**config.mk**
```make
export PLATFORM = sky130hd
export DESIGN_NAME = clkgen_top
export DESIGN_NICKNAME = d
export VERILOG_FILES = /design/src/rtl/clkgen_pkg.sv /design/src/rtl/clkgen_regs.sv /design/src/rtl/clkgen_stage.sv /design/src/rtl/clkgen_top.sv
export SDC_FILE = /design/constraint.sdc
export NUM_CORES = 1
export LEC_CHECK = 0
export ABC_AREA = 1
export BUFFER_PORTS_ARGS = -buffer_cell sky130_fd_sc_hd__buf_2
export CAP_MARGIN = 20
export CORE_UTILIZATION = 60
export DETAILED_ROUTE_END_ITERATION = 10
export PLACE_DENSITY = 0.86
export SLEW_MARGIN = 30
export SYNTH_ARGS = -nofsm -noshare
export SYNTH_HDL_FRONTEND = slang
export SYNTH_SLANG_ARGS = --single-unit
```
**constraint.sdc**
```tcl
create_clock -name clk -period 4.3 [get_ports clk]
set_clock_uncertainty 0.2 [all_clocks]
set_input_delay 0.43 -clock clk [delete_from_list [all_inputs] [get_ports clk]]
set_output_delay 0.43 -clock clk [all_outputs]
set_load 0.03 [all_outputs]
```
**src/rtl/clkgen_pkg.sv**
```systemverilog
package clkgen_pkg;
    localparam int NUM_SRC    = 8;
    localparam int SRC_W      = $clog2(NUM_SRC);
    localparam int DIV_W      = 8;
    localparam int MAX_STAGES = 8;
    localparam int DATA_W     = 32;
    localparam int ADDR_W     = 5;
    localparam int CTRL_WORD  = 16;
    localparam int STAGE_BITS = DIV_W + SRC_W + 2;

    typedef enum logic [1:0] {
        BUS_OFF  = 2'd0,
        BUS_RSVD = 2'd1,
        BUS_DYN  = 2'd2,
        BUS_ON   = 2'd3
    } bus_mode_e;

    // Field order matches the stage word layout, LSB last.
    typedef struct packed {
        logic [DIV_W-1:0] divm1;
        logic [SRC_W-1:0] src;
        logic             out_inv;
        logic             bypass;
    } stage_cfg_t;

    typedef struct packed {
        logic [MAX_STAGES-1:0] in_inv;
        logic                  periph_on;
        logic                  div_en;
        bus_mode_e             bus_mode;
    } ctrl_t;

    // The reserved encoding is stored as disabled.
    function automatic bus_mode_e legal_bus_mode(input logic [1:0] raw);
        return (raw == 2'b01) ? BUS_OFF : bus_mode_e'(raw);
    endfunction

    // Number of source edges the output stays high: floor(N/2), N = divm1 + 1.
    function automatic logic [DIV_W-1:0] high_phase(input logic [DIV_W-1:0] divm1);
        logic [DIV_W:0] n;
        n = {1'b0, divm1} + (DIV_W+1)'(1);
        return n[DIV_W:1];
    endfunction
endpackage

```
**src/rtl/clkgen_regs.sv**
```systemverilog
module clkgen_regs import clkgen_pkg::*; #(
    parameter int NSTAGE = 2
) (
    input  logic                    clk,
    input  logic                    rst,
    input  logic                    req,
    input  logic                    we,
    input  logic [ADDR_W-1:0]       addr,
    input  logic [DATA_W-1:0]       wdata,
    output logic [DATA_W-1:0]       rdata,
    output ctrl_t                   ctrl_q,
    output stage_cfg_t [NSTAGE-1:0] stage_q
);
    localparam logic [MAX_STAGES-1:0] INV_MASK = MAX_STAGES'((1 << NSTAGE) - 1);

    logic wr_ctrl;
    logic unused_hi;

    assign wr_ctrl   = req && we && (addr == ADDR_W'(CTRL_WORD));
    assign unused_hi = ^wdata[DATA_W-1:STAGE_BITS];

    always_ff @(posedge clk) begin
        if (rst) begin
            ctrl_q <= '0;
        end else if (wr_ctrl) begin
            ctrl_q.bus_mode  <= legal_bus_mode(wdata[1:0]);
            ctrl_q.div_en    <= wdata[2];
            ctrl_q.periph_on <= wdata[3];
            ctrl_q.in_inv    <= wdata[4 +: MAX_STAGES] & INV_MASK;
        end
    end

    always_ff @(posedge clk) begin
        if (rst) begin
            stage_q <= '0;
        end else begin
            for (int n = 0; n < NSTAGE; n++) begin
                if (req && we && (addr == ADDR_W'(2 * n)))
                    stage_q[n] <= stage_cfg_t'(wdata[STAGE_BITS-1:0]);
            end
        end
    end

    always_comb begin
        rdata = '0;
        if (addr == ADDR_W'(CTRL_WORD))
            rdata = DATA_W'(ctrl_q);
        for (int n = 0; n < NSTAGE; n++) begin
            if (addr == ADDR_W'(2 * n))
                rdata = DATA_W'(stage_q[n]);
        end
    end
endmodule

```
**src/rtl/clkgen_stage.sv**
```systemverilog
module clkgen_stage import clkgen_pkg::*; (
    input  logic               clk,
    input  logic               rst,
    input  logic [NUM_SRC-1:0] src_in,
    input  logic               en,
    input  logic               in_inv,
    input  stage_cfg_t         cfg,
    output logic               clk_out
);
    logic [SRC_W-1:0] src_act;
    logic [DIV_W-1:0] dk_act;
    logic [DIV_W-1:0] cnt;
    logic             div_q;
    logic             prev_lvl;
    logic             sel_lvl;
    logic             rise;
    logic             divided;

    assign sel_lvl = src_in[src_act] ^ in_inv;
    assign rise    = sel_lvl && !prev_lvl;

    always_ff @(posedge clk) begin
        if (rst) begin
            src_act  <= '0;
            dk_act   <= '0;
            cnt      <= '0;
            div_q    <= 1'b0;
            prev_lvl <= 1'b0;
        end else begin
            prev_lvl <= sel_lvl;
            if (!en) begin
                // Stopped: track the config so the first edge starts a period.
                div_q   <= 1'b0;
                dk_act  <= cfg.divm1;
                src_act <= cfg.src;
                cnt     <= cfg.divm1;
            end else if (rise) begin
                if (cnt == dk_act) begin
                    // Period boundary: the only point where new settings load.
                    cnt     <= '0;
                    div_q   <= 1'b1;
                    dk_act  <= cfg.divm1;
                    src_act <= cfg.src;
                end else begin
                    cnt <= cnt + DIV_W'(1);
                    if (cnt + DIV_W'(1) == high_phase(dk_act))
                        div_q <= 1'b0;
                end
            end
        end
    end

    assign divided = (dk_act == '0) ? sel_lvl : div_q;
    assign clk_out = (en && (cfg.bypass ? sel_lvl : divided)) ^ cfg.out_inv;
endmodule

```
**src/rtl/clkgen_top.sv**
```systemverilog
module clkgen_top import clkgen_pkg::*; #(
    parameter int NSTAGE = 2
) (
    input  logic               clk,
    input  logic               rst,
    input  logic [NUM_SRC-1:0] src_in,
    input  logic               req,
    input  logic               we,
    input  logic [ADDR_W-1:0]  addr,
    input  logic [DATA_W-1:0]  wdata,
    output logic [DATA_W-1:0]  rdata,
    output logic               bclk_en,
    output logic               pclk_en,
    output logic [NSTAGE-1:0]  clk_out
);
    ctrl_t                   ctrl_q;
    stage_cfg_t [NSTAGE-1:0] stage_q;
    logic                    unused_inv;

    clkgen_regs #(.NSTAGE(NSTAGE)) u_regs (
        .clk     (clk),
        .rst     (rst),
        .req     (req),
        .we      (we),
        .addr    (addr),
        .wdata   (wdata),
        .rdata   (rdata),
        .ctrl_q  (ctrl_q),
        .stage_q (stage_q)
    );

    generate
        for (genvar n = 0; n < NSTAGE; n++) begin : g_stage
            clkgen_stage u_stage (
                .clk     (clk),
                .rst     (rst),
                .src_in  (src_in),
                .en      (ctrl_q.div_en),
                .in_inv  (ctrl_q.in_inv[n]),
                .cfg     (stage_q[n]),
                .clk_out (clk_out[n])
            );
        end
    endgenerate

    assign bclk_en = (ctrl_q.bus_mode == BUS_ON) ||
                     ((ctrl_q.bus_mode == BUS_DYN) && ctrl_q.div_en);
    assign pclk_en = ctrl_q.periph_on || req;

    assign unused_inv = ^ctrl_q.in_inv;
endmodule

```
==> reports/metrics.yaml <==
status: "completed"
fillers: 721
cts.clk_slew.worst_paths_ps: 90
max_stage_delay_ps: 690
grt_use_total_pct: 30.78
initial_core_util_pct: 62.39
min-delay-start: "wdata[10]"
seq_area_um2: 1481
crit_path_max_fanout: 12
drv_cap: 0
dpl-instance-area_um2: 4936
ff2ff_path_depth: 11
path_common_cell: "buf_2"
post-cts-setup-buffers: 0
coreArea_um2: 7767
detail_route.wirelength_um: 12640
rsz0062_at_grt: "no"
rrSetupSlack_ps: 1840
avgSynthCellArea_um2: 6.213
nNetsFinal: 857
antenna_found_initial: 0
globalRouteOverflowTotal: 0
hold_end: "u_regs.stage_q[10]"
setup_viol: 0
synthTopCellsByArea: "dfxtp_1, nand2_1, nand3_1, nor2_1, a21oi_1"
slew_viol_final: 0
synth-seq-cells: 74
globalplace.congestion: 0.9296
wl_per_cell_um: 13.91
portBuffers: 46
cp_slowest_cell: "nor3_2"
cp.depth: 7
synth_mux_area_share_pct: 0
start_kind: "input pin"
async_flop_share_pct: 0
synth_cell_types: 38
detailedPlacementHpwl_um: 9565
synth-seq-area-share_pct: 30.57
dp_cells: 893
fin_crit_ps: 2688
antenna_left: 0
cts_resized: 0
synthAdderAreaFrac_pct: 1.549
synth_top_family_by_area: "simple AND/OR/NAND/NOR gates"
final_common_cell: "nand2_1"
route.detailed.drc: 0
clock.fmax_mhz: 372.0
grt_pass1_wl_um: 20870
worstReg2RegStart: "g_stage[0].u_stage.src_act[0]"
vias: 5078
synth_area_um2: 4846
min_path_type: "input pin to register"
first_pass_iters: 5
clockBufferDepth: 2
fp-row-count: 32
critical_path_required_ps: 3670
finalNonFillerCells: 909
drt_iter0_drc: 377
dieArea_um2: 8440
syn_inst: 780
leakagePower_nw: 2.297
fin_area_um2: 5121
yosys.area_share.simple_pct: 38.32
chipHeight_um: 91.87
critical-path-top-delay-family: "simple AND/OR/NAND/NOR gates"
reg2reg_to: "g_stage[0].u_stage.dk_act[4]"
antenna_cells: 0
worstSetupPathType: "input pin to output pin"
die_width_um: 91.87
synth_top_cell_by_area: "dfxtp_1"
synth_edf_count: 0
synth-compound-area-share_pct: 12.57
insertion_delay_ps: 360
hold_depth: 3
area_growth_pct: 5.680
synth_top_area_share_pct: 30.57
cts_made_buffers: 9
fin_crit_sh_pct: 62.51
tightestPinTransition_ps: 907.5
synthXorXnorAreaFrac_pct: 3.434
clock_sinks: 74
end_kind: "output pin"
vias_per_cell: 5.586
crit_chain: "buf_2 > nor2_1 > nand2_1 > nor3_2 > inv_1 > o221ai_1 > buf_2"
grt_pass1_vias: 4663
tns_ps: 0
design_power_total_mw: 1.310
cp.buffers_inverters: 3
multi_input_area_um2: 2779
synthFlopType: "dfxtp_1"
slew_headroom_pct: 39.17
grt_max_degree: 44
pin_count: 85
crit_arrival_ps: 2060
drive_gt1_share_pct: 11.15
powerDensity_nw_per_um2: 255.8
cts_tree: "done"
finalHoldViolCount: 0
holdBufCountCts: 0
yosys_warnings: 0
htree_num_levels: 3
ir_drop_v: 0.0001601
root_buffer: "clkbuf_8"
mostFrequentLayoutCells: "nand2_1, nor2_1, nand3_1, dfxtp_1, inv_1"
cells by family after synthesis:
kind of cell,after synthesis
XOR/XNOR,19
adder cells (fa/ha/maj),6
AND/OR/NAND/NOR,435
flip-flops,74
AO/OA/AOI/OAI,113
other,1
buffers and inverters,132
routing by layer:
metal	part of all wire (%)	up-vias	global-route usage [%]
met5	0	-	0
met4	2.4	0	13.28
met3	7.5	26	3.566
met2	46	254	50.62
met1	44	2302	40.67
li1	-	2496	-
how the worst max path moves through the flow:
stage                     startpoint           endpoint  slack, ps
after floorplan              addr[3]           rdata[2]       2230
after global placement       addr[3]  u_regs.stage_q[1]       1610
after detailed placement     addr[3]  u_regs.stage_q[1]       1530
after CTS                    addr[3]           rdata[1]       1650
after global routing         addr[3]           rdata[1]       1470
final                        addr[3]           rdata[1]       1610
area by class of cell:
cell class | count | area share [%]
repair buffers | 49 | 4.935
inverters | 76 | 5.766
clock inverters | 7 | 1.197
flip-flops and latches | 74 | 28.93
clock buffers | 9 | 2.419
well taps | 102 | 2.492
multi-input cells | 592 | 54.26
registers in the layout (all words and copies together), names as in the netlist:
name,cells
g_stage.u_stage.prev_lvl,2
g_stage.u_stage.div_q,2
g_stage.u_stage.dk_act,16
g_stage.u_stage.cnt,16
u_regs.stage_q,26
g_stage.u_stage.src_act,6
u_regs.ctrl_q,6
where the power goes:
part | internal (mW) | switching [mW] | leakage [nW]
Combinational | 0.0264 | 0.0702 | 1.61
Clock | 0.220 | 0.299 | 0.0888
Sequential | 0.689 | 0.00497 | 0.597
Total | 0.936 | 0.374 | 2.30
through the flow:
step	setup WS, ps	hold slack, ps	utilization, %
global route	1474	139.5	65.93
CTS	1650	121.9	65.93
finish	1612	135.3	65.93
floorplan	2232	231.3	-
global placement	1613	250.5	63.55
detailed placement	1525	254.0	63.55
worst min-delay path, cell delays in order:
cell    delay (ps)
buf_2           90
nor2_1          40
nor2_1          90
cells in the mapped netlist, drive strengths merged (5+ instances only):
cell type / number
nor2: 90
xnor2: 5
buf: 43
o21ai: 48
dfxtp: 74
nand3: 78
ha: 6
clkbuf: 13
xor2: 14
a22o: 7
nand4: 10
a21oi: 52
nand2: 246
inv: 73
Note: power is estimated with default switching activity, not from simulation.
